===== src/rtl/mw_pkg.sv =====
package mw_pkg;
  typedef enum logic [2:0] {
    CMD_NONE      = 3'd0,
    CMD_WRITE     = 3'd1,
    CMD_ERASE     = 3'd2,
    CMD_ERASE_ALL = 3'd3,
    CMD_WRITE_ALL = 3'd4,
    CMD_WR_EN     = 3'd5,
    CMD_WR_DIS    = 3'd6
  } mw_cmd_e;

  typedef enum logic [2:0] {
    FS_IDLE, FS_OPC, FS_ADDR, FS_DATA, FS_READ, FS_DONE
  } mw_fs_e;
endpackage


===== src/rtl/mw_sk_edges.sv =====
module mw_sk_edges (
  input  logic clk,
  input  logic rst_n,
  input  logic cs_i,
  input  logic sk_i,
  output logic sk_rise,
  output logic sk_fall,
  output logic cs_rise,
  output logic cs_fall
);
  logic sk_q, cs_q;

  always_ff @(posedge clk or negedge rst_n) begin
    if (!rst_n) begin
      sk_q <= 1'b0;
      cs_q <= 1'b0;
    end else begin
      sk_q <= sk_i;
      cs_q <= cs_i;
    end
  end

  assign sk_rise = cs_i & sk_i & ~sk_q;
  assign sk_fall = cs_i & ~sk_i & sk_q;
  assign cs_rise = cs_i & ~cs_q;
  assign cs_fall = ~cs_i & cs_q;
endmodule


===== src/rtl/mw_frame_dec.sv =====
module mw_frame_dec
  import mw_pkg::*;
#(
  parameter int DATA_W = 16,
  parameter int ADDR_W = 8
) (
  input  logic              clk,
  input  logic              rst_n,
  input  logic              org_x16,
  input  logic              sk_rise,
  input  logic              cs_fall,
  input  logic              di,
  input  logic [DATA_W-1:0] rd_data,
  input  logic              cmd_ready,
  output logic              rd_active,
  output logic              rd_bit,
  output logic [ADDR_W-1:0] rd_addr,
  output logic              cmd_valid,
  output mw_cmd_e           cmd_op,
  output logic [ADDR_W-1:0] cmd_addr,
  output logic [DATA_W-1:0] cmd_data,
  output logic              prog_commit
);
  localparam int RAW_W = ADDR_W + 1;
  localparam int MAXL  = (RAW_W > DATA_W) ? RAW_W : DATA_W;
  localparam int CNT_W = $clog2(MAXL + 1);
  localparam int BS_W  = $clog2(DATA_W);
  localparam int HALF  = DATA_W / 2;

  mw_fs_e             state;
  mw_cmd_e            pend_op;
  logic [1:0]         opc;
  logic [RAW_W-1:0]   raw, raw_nx;
  logic [DATA_W-1:0]  dat, dmask;
  logic [CNT_W-1:0]   cnt, addr_len, data_len, top_bit;
  logic [BS_W-1:0]    bit_sel;
  logic [ADDR_W-1:0]  raw_idx, nx_idx, rd_inc;
  logic [1:0]         nx_sub;
  logic               accept;

  always_comb begin
    raw_nx   = {raw[RAW_W-2:0], di};
    addr_len = org_x16 ? CNT_W'(RAW_W - 1) : CNT_W'(RAW_W);
    data_len = org_x16 ? CNT_W'(DATA_W) : CNT_W'(HALF);
    top_bit  = org_x16 ? CNT_W'(DATA_W - 1) : CNT_W'(HALF - 1);
    bit_sel  = BS_W'(top_bit - cnt);
    dmask    = org_x16 ? {DATA_W{1'b1}} : {{HALF{1'b0}}, {HALF{1'b1}}};
    raw_idx  = org_x16 ? {1'b0, raw[ADDR_W-2:0]} : raw[ADDR_W-1:0];
    nx_idx   = org_x16 ? {1'b0, raw_nx[ADDR_W-2:0]} : raw_nx[ADDR_W-1:0];
    nx_sub   = org_x16 ? raw_nx[ADDR_W-1 -: 2] : raw_nx[RAW_W-1 -: 2];
    rd_inc   = org_x16 ? {1'b0, rd_addr[ADDR_W-2:0] + 1'b1} : rd_addr + 1'b1;
    accept   = (state == FS_DONE) && (!cmd_valid || cmd_ready);
  end

  always_ff @(posedge clk or negedge rst_n) begin
    if (!rst_n) begin
      state       <= FS_IDLE;
      pend_op     <= CMD_NONE;
      opc         <= '0;
      raw         <= '0;
      dat         <= '0;
      cnt         <= '0;
      rd_active   <= 1'b0;
      rd_bit      <= 1'b0;
      rd_addr     <= '0;
      cmd_valid   <= 1'b0;
      cmd_op      <= CMD_NONE;
      cmd_addr    <= '0;
      cmd_data    <= '0;
      prog_commit <= 1'b0;
    end else begin
      prog_commit <= 1'b0;
      if (cmd_valid && cmd_ready) cmd_valid <= 1'b0;
      if (cs_fall) begin
        if (accept) begin
          cmd_valid   <= 1'b1;
          cmd_op      <= pend_op;
          cmd_addr    <= raw_idx;
          cmd_data    <= dat & dmask;
          prog_commit <= (pend_op != CMD_WR_EN) && (pend_op != CMD_WR_DIS);
        end
        state     <= FS_IDLE;
        rd_active <= 1'b0;
      end else if (sk_rise) begin
        unique case (state)
          FS_IDLE: if (di) begin
            state <= FS_OPC;
            cnt   <= '0;
            raw   <= '0;
            dat   <= '0;
          end
          FS_OPC: begin
            opc <= {opc[0], di};
            if (cnt == CNT_W'(1)) begin
              state <= FS_ADDR;
              cnt   <= '0;
            end else cnt <= cnt + 1'b1;
          end
          FS_ADDR: begin
            raw <= raw_nx;
            if (cnt == addr_len - 1'b1) begin
              cnt <= '0;
              unique case (opc)
                2'b10: begin
                  state     <= FS_READ;
                  rd_active <= 1'b1;
                  rd_bit    <= 1'b0;
                  rd_addr   <= nx_idx;
                end
                2'b01: begin state <= FS_DATA; pend_op <= CMD_WRITE; end
                2'b11: begin state <= FS_DONE; pend_op <= CMD_ERASE; end
                default: unique case (nx_sub)
                  2'b11: begin state <= FS_DONE; pend_op <= CMD_WR_EN;     end
                  2'b00: begin state <= FS_DONE; pend_op <= CMD_WR_DIS;    end
                  2'b10: begin state <= FS_DONE; pend_op <= CMD_ERASE_ALL; end
                  default: begin state <= FS_DATA; pend_op <= CMD_WRITE_ALL; end
                endcase
              endcase
            end else cnt <= cnt + 1'b1;
          end
          FS_DATA: begin
            dat <= {dat[DATA_W-2:0], di};
            if (cnt == data_len - 1'b1) state <= FS_DONE;
            else cnt <= cnt + 1'b1;
          end
          FS_READ: begin
            rd_bit <= rd_data[bit_sel];
            if (cnt == data_len - 1'b1) begin
              cnt     <= '0;
              rd_addr <= rd_inc;
            end else cnt <= cnt + 1'b1;
          end
          default: ;
        endcase
      end
    end
  end
endmodule


===== src/rtl/mw_status_ctl.sv =====
module mw_status_ctl (
  input  logic clk,
  input  logic rst_n,
  input  logic cs_rise,
  input  logic cs_fall,
  input  logic sk_rise,
  input  logic sk_fall,
  input  logic di,
  input  logic prog_commit,
  output logic stat_mode
);
  logic armed, exit_pend;

  always_ff @(posedge clk or negedge rst_n) begin
    if (!rst_n) begin
      armed     <= 1'b0;
      stat_mode <= 1'b0;
      exit_pend <= 1'b0;
    end else begin
      if (prog_commit) armed <= 1'b1;
      if (cs_fall) begin
        stat_mode <= 1'b0;
        exit_pend <= 1'b0;
      end else if (cs_rise) begin
        stat_mode <= armed;
      end else if (stat_mode) begin
        if (sk_rise && di) exit_pend <= 1'b1;
        if (sk_fall && exit_pend) begin
          stat_mode <= 1'b0;
          exit_pend <= 1'b0;
          armed     <= 1'b0;
        end
      end
    end
  end
endmodule


===== src/rtl/mw_serial_front.sv =====
module mw_serial_front
  import mw_pkg::*;
#(
  parameter int DATA_W = 16,
  parameter int ADDR_W = 8
) (
  input  logic              clk,
  input  logic              rst_n,
  input  logic              cs_i,
  input  logic              sk_i,
  input  logic              di_i,
  input  logic              org_x16_i,
  output logic              do_o,
  output logic              do_oe_o,
  output logic [ADDR_W-1:0] rd_addr_o,
  input  logic [DATA_W-1:0] rd_data_i,
  input  logic              prog_busy_i,
  output logic              cmd_valid_o,
  input  logic              cmd_ready_i,
  output logic [2:0]        cmd_op_o,
  output logic [ADDR_W-1:0] cmd_addr_o,
  output logic [DATA_W-1:0] cmd_data_o
);
  logic    sk_rise, sk_fall, cs_rise, cs_fall;
  logic    rd_active, rd_bit, prog_commit, stat_mode;
  mw_cmd_e op_e;

  mw_sk_edges u_edges (
    .clk(clk), .rst_n(rst_n), .cs_i(cs_i), .sk_i(sk_i),
    .sk_rise(sk_rise), .sk_fall(sk_fall), .cs_rise(cs_rise), .cs_fall(cs_fall)
  );

  mw_frame_dec #(.DATA_W(DATA_W), .ADDR_W(ADDR_W)) u_dec (
    .clk(clk), .rst_n(rst_n), .org_x16(org_x16_i), .sk_rise(sk_rise),
    .cs_fall(cs_fall), .di(di_i), .rd_data(rd_data_i), .cmd_ready(cmd_ready_i),
    .rd_active(rd_active), .rd_bit(rd_bit), .rd_addr(rd_addr_o),
    .cmd_valid(cmd_valid_o), .cmd_op(op_e), .cmd_addr(cmd_addr_o),
    .cmd_data(cmd_data_o), .prog_commit(prog_commit)
  );

  mw_status_ctl u_stat (
    .clk(clk), .rst_n(rst_n), .cs_rise(cs_rise), .cs_fall(cs_fall),
    .sk_rise(sk_rise), .sk_fall(sk_fall), .di(di_i),
    .prog_commit(prog_commit), .stat_mode(stat_mode)
  );

  assign cmd_op_o = op_e;
  assign do_oe_o  = rd_active | stat_mode;
  assign do_o     = rd_active ? rd_bit : (stat_mode & ~prog_busy_i);
endmodule


===== config.mk =====
export PLATFORM = sky130hd
export DESIGN_NAME = mw_serial_front
export DESIGN_NICKNAME = d
export VERILOG_FILES = /design/src/rtl/mw_pkg.sv /design/src/rtl/mw_sk_edges.sv /design/src/rtl/mw_frame_dec.sv /design/src/rtl/mw_status_ctl.sv /design/src/rtl/mw_serial_front.sv
export SDC_FILE = /design/constraint.sdc
export NUM_CORES = 1
export LEC_CHECK = 0
export BUFFER_PORTS_ARGS = -buffer_cell sky130_fd_sc_hd__clkbuf_2
export CAP_MARGIN = 5
export CORE_ASPECT_RATIO = 1.4
export CORE_MARGIN = 10
export CORE_UTILIZATION = 30
export CTS_CLUSTER_DIAMETER = 100
export DETAILED_ROUTE_END_ITERATION = 8
export GPL_TIMING_DRIVEN = 0
export HOLD_SLACK_MARGIN = 0.03
export SLEW_MARGIN = 15
export SYNTH_ARGS = -nofsm -noshare
export SYNTH_HDL_FRONTEND = slang
export SYNTH_SLANG_ARGS = --single-unit
export TNS_END_PERCENT = 5

===== constraint.sdc =====
create_clock -name clk -period 2.6 [get_ports clk]
set_clock_uncertainty 0.1 [all_clocks]
set_input_delay 0.13 -clock clk [delete_from_list [all_inputs] [get_ports clk]]
set_output_delay 0.13 -clock clk [all_outputs]
set_load 0.01 [all_outputs]

=== After elaboration in Yosys (flattened, before gate mapping) ===
Index checks and enable logic that the tools add are counted.

* Bits of input ports: 24
* Output and inout port bits: 38
* Memories: 0
* Latch bits: 0
* RAM bits: 0
* Bits in registers: 81
* Bits in read-only memories: 0

* Order comparisons: 1
* Reductions and logical operators: 32
* Shifts and indexed selects: 0
* Divide/modulo/power cells: 0
* $mul: 0
* Eq/ne operators: 25
* Bitwise gates (word level): 16
* Multiplexer cells: 63
* $add $sub $neg: 6

{| class="wikitable"
|+ Operators with widths
! operator !! number
|-
| $mux W8 || 7
|-
| $mux W16 || 2
|-
| $pmux W16 S2 || 1
|-
| $pmux W8 S2 || 2
|-
| $mux W5 || 6
|-
| $mux W1 || 29
|-
| $pmux W3 S3 || 3
|-
| $pmux W5 S5 || 1
|-
| $mux W3 || 7
|-
| $and A16 B16 Y16 || 1
|-
| $reduce_bool A2 Y1 || 8
|-
| $reduce_and A5 Y1 || 3
|-
| $pmux W3 S4 || 1
|-
| $reduce_and A4 Y1 || 3
|-
| $reduce_and A6 Y1 || 2
|-
| $eq A5 B5 Y1 || 2
|-
| $reduce_bool A5 Y1 || 2
|-
| $sub A5 B1 Y5 const B || 2
|-
| $ne A3 B2 Y1 const B || 3
|-
| $ne A3 B3 Y1 const B || 3
|-
| $add A8 B1 Y8 const B || 1
|-
| $eq A2 B2 Y1 const B || 4
|-
| $add A7 B1 Y7 const B || 1
|-
| $and A1 B1 Y1 || 7
|-
| 25 further kinds || 42
|}

=== Logic depth before layout (Yosys ltp) ===
* Word-level depth: 9
* Mapped depth: 8
* Depth with buffers taken out: 7

=== By module ===
Synthesis repeated with hierarchy kept, for this count alone.

* Cell total of the unflattened synthesis: 396
* Area, all modules: 3932.5 um^2

{| class="wikitable"
|+ By module, submodules not included
! module !! area each (um^2) !! cells an instance !! instances !! sequential area each (um^2)
|-
| mw_frame_dec || 3682.3 || 372 || 1 || 1901.8
|-
| mw_status_ctl || 142.6 || 14 || 1 || 75.1
|-
| mw_sk_edges || 82.6 || 6 || 1 || 50.0
|-
| mw_serial_front || 25.0 || 4 || 1 || 0.0
|}

=== Worst setup path after synthesis ===
OpenSTA, ideal clock, no wires.

* Path type: register to register
* Start point: register u_dec.cnt[0]
* End point: register u_dec.pend_op[0]
* Path slack: 576 ps
* Stages on the path, launching flop included: 6
* Arrival time: 1799 ps
* Period minus slack after synthesis: 2024 ps
* Path through: dfrtp_1 -> buf_2 -> or3_1 -> o32a_1 -> nor4_2 -> mux2_2

* Cells in the longest elaborated chain, start to end: 2

{| class="wikitable"
|+ RTL lines
! item !! RTL line !! text
|-
| from (decl) || mw_frame_dec.sv:35 || <nowiki>logic [CNT_W-1:0] cnt, addr_len, data_len, top_bit;</nowiki>
|-
| from (signal assigned) || mw_frame_dec.sv:97 || <nowiki>end else cnt <= cnt + 1'b1;</nowiki>
|-
| from (signal assigned) || mw_frame_dec.sv:119 || <nowiki>end else cnt <= cnt + 1'b1;</nowiki>
|-
| from (signal assigned) || mw_frame_dec.sv:124 || <nowiki>else cnt <= cnt + 1'b1;</nowiki>
|-
| $eq A5 B5 Y1 || mw_frame_dec.sv:101 || <nowiki>if (cnt == addr_len - 1'b1) begin</nowiki>
|-
| $reduce_and A5 Y1 (no source line) || n/a ||
|-
| to (signal assigned) || mw_frame_dec.sv:110 || <nowiki>2'b01: begin state <= FS_DATA; pend_op <= CMD_WRITE; end</nowiki>
|-
| to (signal assigned) || mw_frame_dec.sv:111 || <nowiki>2'b11: begin state <= FS_DONE; pend_op <= CMD_ERASE; end</nowiki>
|-
| to (signal assigned) || mw_frame_dec.sv:113 || <nowiki>2'b11: begin state <= FS_DONE; pend_op <= CMD_WR_EN; end</nowiki>
|-
| to (decl) || mw_frame_dec.sv:31 || <nowiki>mw_cmd_e pend_op;</nowiki>
|}

Every way passes these cells.
A chain may end at the register's enable or synchronous reset.

=== Worst setup path after layout ===
* Start point: input port cs_i
* End point: register u_dec.dat[10]

* Cells in the longest elaborated chain, start to end: 4

{| class="wikitable"
|+ RTL lines
! item !! RTL line !! text
|-
| from (decl) || mw_serial_front.sv:9 || <nowiki>input logic cs_i,</nowiki>
|-
| $not A1 Y1 || mw_sk_edges.sv:26 || <nowiki>assign cs_fall = ~cs_i & cs_q;</nowiki>
|-
| $and A1 B1 Y1 || mw_sk_edges.sv:26 ||
|-
| $not A1 Y1 (no source line) || n/a ||
|-
| $reduce_and A4 Y1 (no source line) * || n/a ||
|-
| to (signal assigned) || mw_frame_dec.sv:122 || <nowiki>dat <= {dat[DATA_W-2:0], di};</nowiki>
|-
| to (decl) || mw_frame_dec.sv:34 || <nowiki>logic [DATA_W-1:0] dat, dmask;</nowiki>
|}

Mark *: on every way between the ends. The rest lies on a longest branch, timed or not.

==> impl_metrics.json <==
{
  "status": "complete, no violations",
  "grt_max_degree": 43,
  "end_kind": "flip-flop",
  "ys.flop_type": "dfrtp_1",
  "reg2reg_from": "u_dec.cnt[0]$_DFFE_PN0P_",
  "clkSinkCount": 81,
  "grt_pass1_vias": 3319,
  "power_density_mw_per_mm2": 657,
  "crit_type": "in -> reg",
  "netlist_area_mm2": 0.00385,
  "overflow": 0,
  "rsz0062_at_grt": "false",
  "wire_per_inst_um": 16.3,
  "cp.required_ns": 2.78,
  "arrival_ns": 2.52,
  "worstHoldStart": "org_x16_i",
  "min_to": "u_dec.cmd_addr[7]$_DFFE_PN0P_",
  "diodes": 0,
  "cpMaxStageDelayCell": "nor3_1",
  "setup_viol": 0,
  "track_usage_pct": 11.4,
  "yosys_register_bits": 81,
  "worst_slew_pin_slew_ns": 0.721,
  "cts_tree": "yes",
  "post_cts_buffers": 0,
  "htreeDepth": 3,
  "synth_edf_count": 0,
  "dieWidth_um": 116,
  "dieArea_mm2": 0.0178,
  "gp_congestion": 0.792,
  "drive_gt1_share_pct": 26.6,
  "placed_cell_area_mm2": 0.00436,
  "r2r_end": "u_dec.pend_op[1]$_DFFE_PN0P_",
  "peakVddDrop_uv": 280,
  "p_leak_nw": 2.16,
  "drv_slew": 0,
  "clock_latency_ns": 0.34,
  "initial_core_util_pct": 30.9,
  "drtPass1Iterations": 4,
  "syn_to_final_growth_pct": 22.1,
  "clk_path_buf_depth": 2,
  "postRouteAntennaNets": 0,
  "ff2ff_path_depth": 5,
  "via_per_inst": 5.13,
  "ios": 62,
  "syn_inst": 367,
  "hold_viol": 0,
  "finalPower_mw": 3.09,
  "async_flop_share_pct": 100,
  "setup_tns_ns": 0,
  "drtIter0Drc": 132,
  "cts_inserted_buffers": 9,
  "nets": 469,
  "io_buffers": 59,
  "antenna_found_initial": 0,
  "syn_area_per_cell_um2": 10.5,
  "synth_nets": 394,
  "yosysSeqAreaShare_pct": 52.6,
  "wl_mm": 9.73,
  "fin_area_mm2": 0.00471,
  "cap_violations": 0,
  "route.detailed.drc": 0,
  "fin_crit_sh_pct": 90.1,
  "r2r_slack_ns": 0.35,
  "crit_fanout": 10,
  "num_vias": 3062,
  "final_cell_mix": "dfrtp_1 (81), clkbuf_2 (58), nand2_1 (56)",
  "slew_headroom_pct": 51.6,
  "cts_root_buf": "clkbuf_16",
  "hpwl_mm": 7.22,
  "maxClockFrequency_mhz": 427,
  "worstSetupStartpointType": "primary input",
  "yosysUniqueCellTypes": 52,
  "core-area_mm2": 0.0125,
  "fp.dieH_um": 154,
  "path_clk_slew_ns": 0.06,
  "critPathMaxStageDelay_ns": 0.69,
  "num_rows": 48,
  "layout_commonest_cell": "dfrtp_1",
  "hp-class": "in -> reg",
  "ys_warn_count": 0,
  "worstPathCellList": "dlygate4sd3_1 > clkbuf_2 > buf_4 > nand3b_1 > nor3_1 > clkbuf_1 > a22o_1",
  "period_needed_ns": 2.34,
  "grt_pass1_wl_mm": 16.3,
  "min_path_cells": 3,
  "critical_path.startpoint": "cs_i"
}
-- cells by family after synthesis --
| group | count (synthesis) | synth area share (%) |
|---|---|---|
| AND/OR/NAND/NOR | 128 | 16.3 |
| AO/OA/AOI/OAI | 96 | 16.4 |
| flip-flops | 81 | 52.6 |
| multiplexers | 31 | 10.4 |
| buffers and inverters | 26 | 2.82 |
| adder cells (fa/ha/maj) | 3 | 0.974 |
| XOR/XNOR | 2 | 0.454 |
-- worst max-delay path: cells and delay by family --
family          cells  cell delay (ns)
buf+inv             4             1.21
simple gates        2             0.97
compound gates      1             0.20
-- worst max path at each step --
| stage | endpoint | slack (ns) |
|---|---|---|
| 6_report | u_dec.dat[10]$_DFFE_PN0P_ | 0.26 |
| 5_1_grt | u_dec.dat[2]$_DFFE_PN0P_ | 0.05 |
| 4_1_cts | u_dec.dat[10]$_DFFE_PN0P_ | 0.23 |
| 3_5_place_dp | u_dec.pend_op[0]$_DFFE_PN0P_ | 0.35 |
| 3_3_place_gp | u_dec.pend_op[2]$_DFFE_PN0P_ | 0.37 |
| 2_1_floorplan | u_dec.pend_op[0]$_DFFE_PN0P_ | 0.58 |
-- state kept, by name, indices dropped and copies added, names as in the netlist --
| register | flops |
|---|---|
| u_dec.cmd_data | 16 |
| u_dec.dat | 16 |
| u_dec.cmd_addr | 8 |
| u_dec.raw | 8 |
| u_dec.rd_addr | 8 |
| u_dec.cnt | 5 |
| u_dec.cmd_op | 3 |
| u_dec.pend_op | 3 |
| u_dec.state | 3 |
| u_dec.opc | 2 |
| u_dec.cmd_valid | 1 |
| u_dec.prog_commit | 1 |
| u_dec.rd_active | 1 |
| u_dec.rd_bit | 1 |
| u_edges.cs_q | 1 |
| u_edges.sk_q | 1 |
| u_stat.armed | 1 |
| u_stat.exit_pend | 1 |
| u_stat.stat_mode | 1 |
-- area by class of cell --
type | instances | area [um2]
plain buffers | 22 | 93.8
clock buffers | 11 | 243
clock inverters | 5 | 62.6
fillers | 1246 | 7790
inverters | 4 | 15.0
multi-input cells | 260 | 1720
flip-flops and latches | 81 | 2030
well taps | 150 | 188
repair buffers | 64 | 358
-- routing by layer --
layer | global-route usage [%] | routed length, um | part of all wire [%] | vias to the layer above
met2 | 20.1 | 5230 | 54 | 58
met4 | 4.18 | 192 | 2.0 | 0
li1 | - | - | - | 1472
met5 | 0 | 0 | 0 | -
met3 | 3.47 | 473 | 4.9 | 15
met1 | 12.3 | 3840 | 39 | 1517
-- metrics by stage --
| step | worst slack [ns] | utilization (%) | hold slack, ns | instances |
|---|---|---|---|---|
| after floorplan | 0.576 | - | -0.266 | 367 |
| after global placement | 0.368 | 34.7 | 0.158 | 576 |
| after detailed placement | 0.352 | 34.9 | 0.105 | 577 |
| after CTS | 0.230 | 37.7 | 0.137 | 597 |
| after global routing | 0.0479 | 37.7 | 0.183 | 597 |
| final | 0.256 | 37.7 | 0.129 | 597 |
-- synth_stat cells, types with 2 or more instances --
library cell  count  area share (%)
nand3_1          11             1.4
nand4_1           2            0.32
o211ai_1          2            0.39
inv_1             4            0.39
o31ai_1           2            0.39
mux4_2            5             2.9
nor3_1            4            0.52
o21ai_0          32             4.2
clkbuf_1         14             1.4
o22ai_1           3            0.49
a31oi_1           4            0.65
o21a_1            3            0.58
nor2b_1           6            0.97
or3_1             2            0.32
nor3b_1           3            0.58
mux2i_1           3            0.78
nand2b_1          8             1.3
nor4_1            3            0.49
mux2_2           23             6.7
buf_2             6            0.78
o21ai_1           2            0.26
nor2_1           18             1.8
or2_2             4            0.65
a21oi_1          17             2.2
o32a_1            2            0.52
a22o_1           18             4.1
xor2_1            2            0.45
nand3b_1          2            0.39
ha_1              3            0.97
nand2_1          56             5.5
dfrtp_1          81              53
or3b_1            2            0.45
-- power by group --
group,switching (mW),internal [mW],total (mW)
clock,0.534,0.778,1.31
combinational,0.228,0.185,0.413
sequential,0.0503,1.32,1.37
total,0.812,2.28,3.09
-- repair_timing --
action	in CTS	in global routing
hold endpoints to repair	44	0
hold buffers	4	0
resized for setup	0	0
Power figures use the tool's default switching activity.
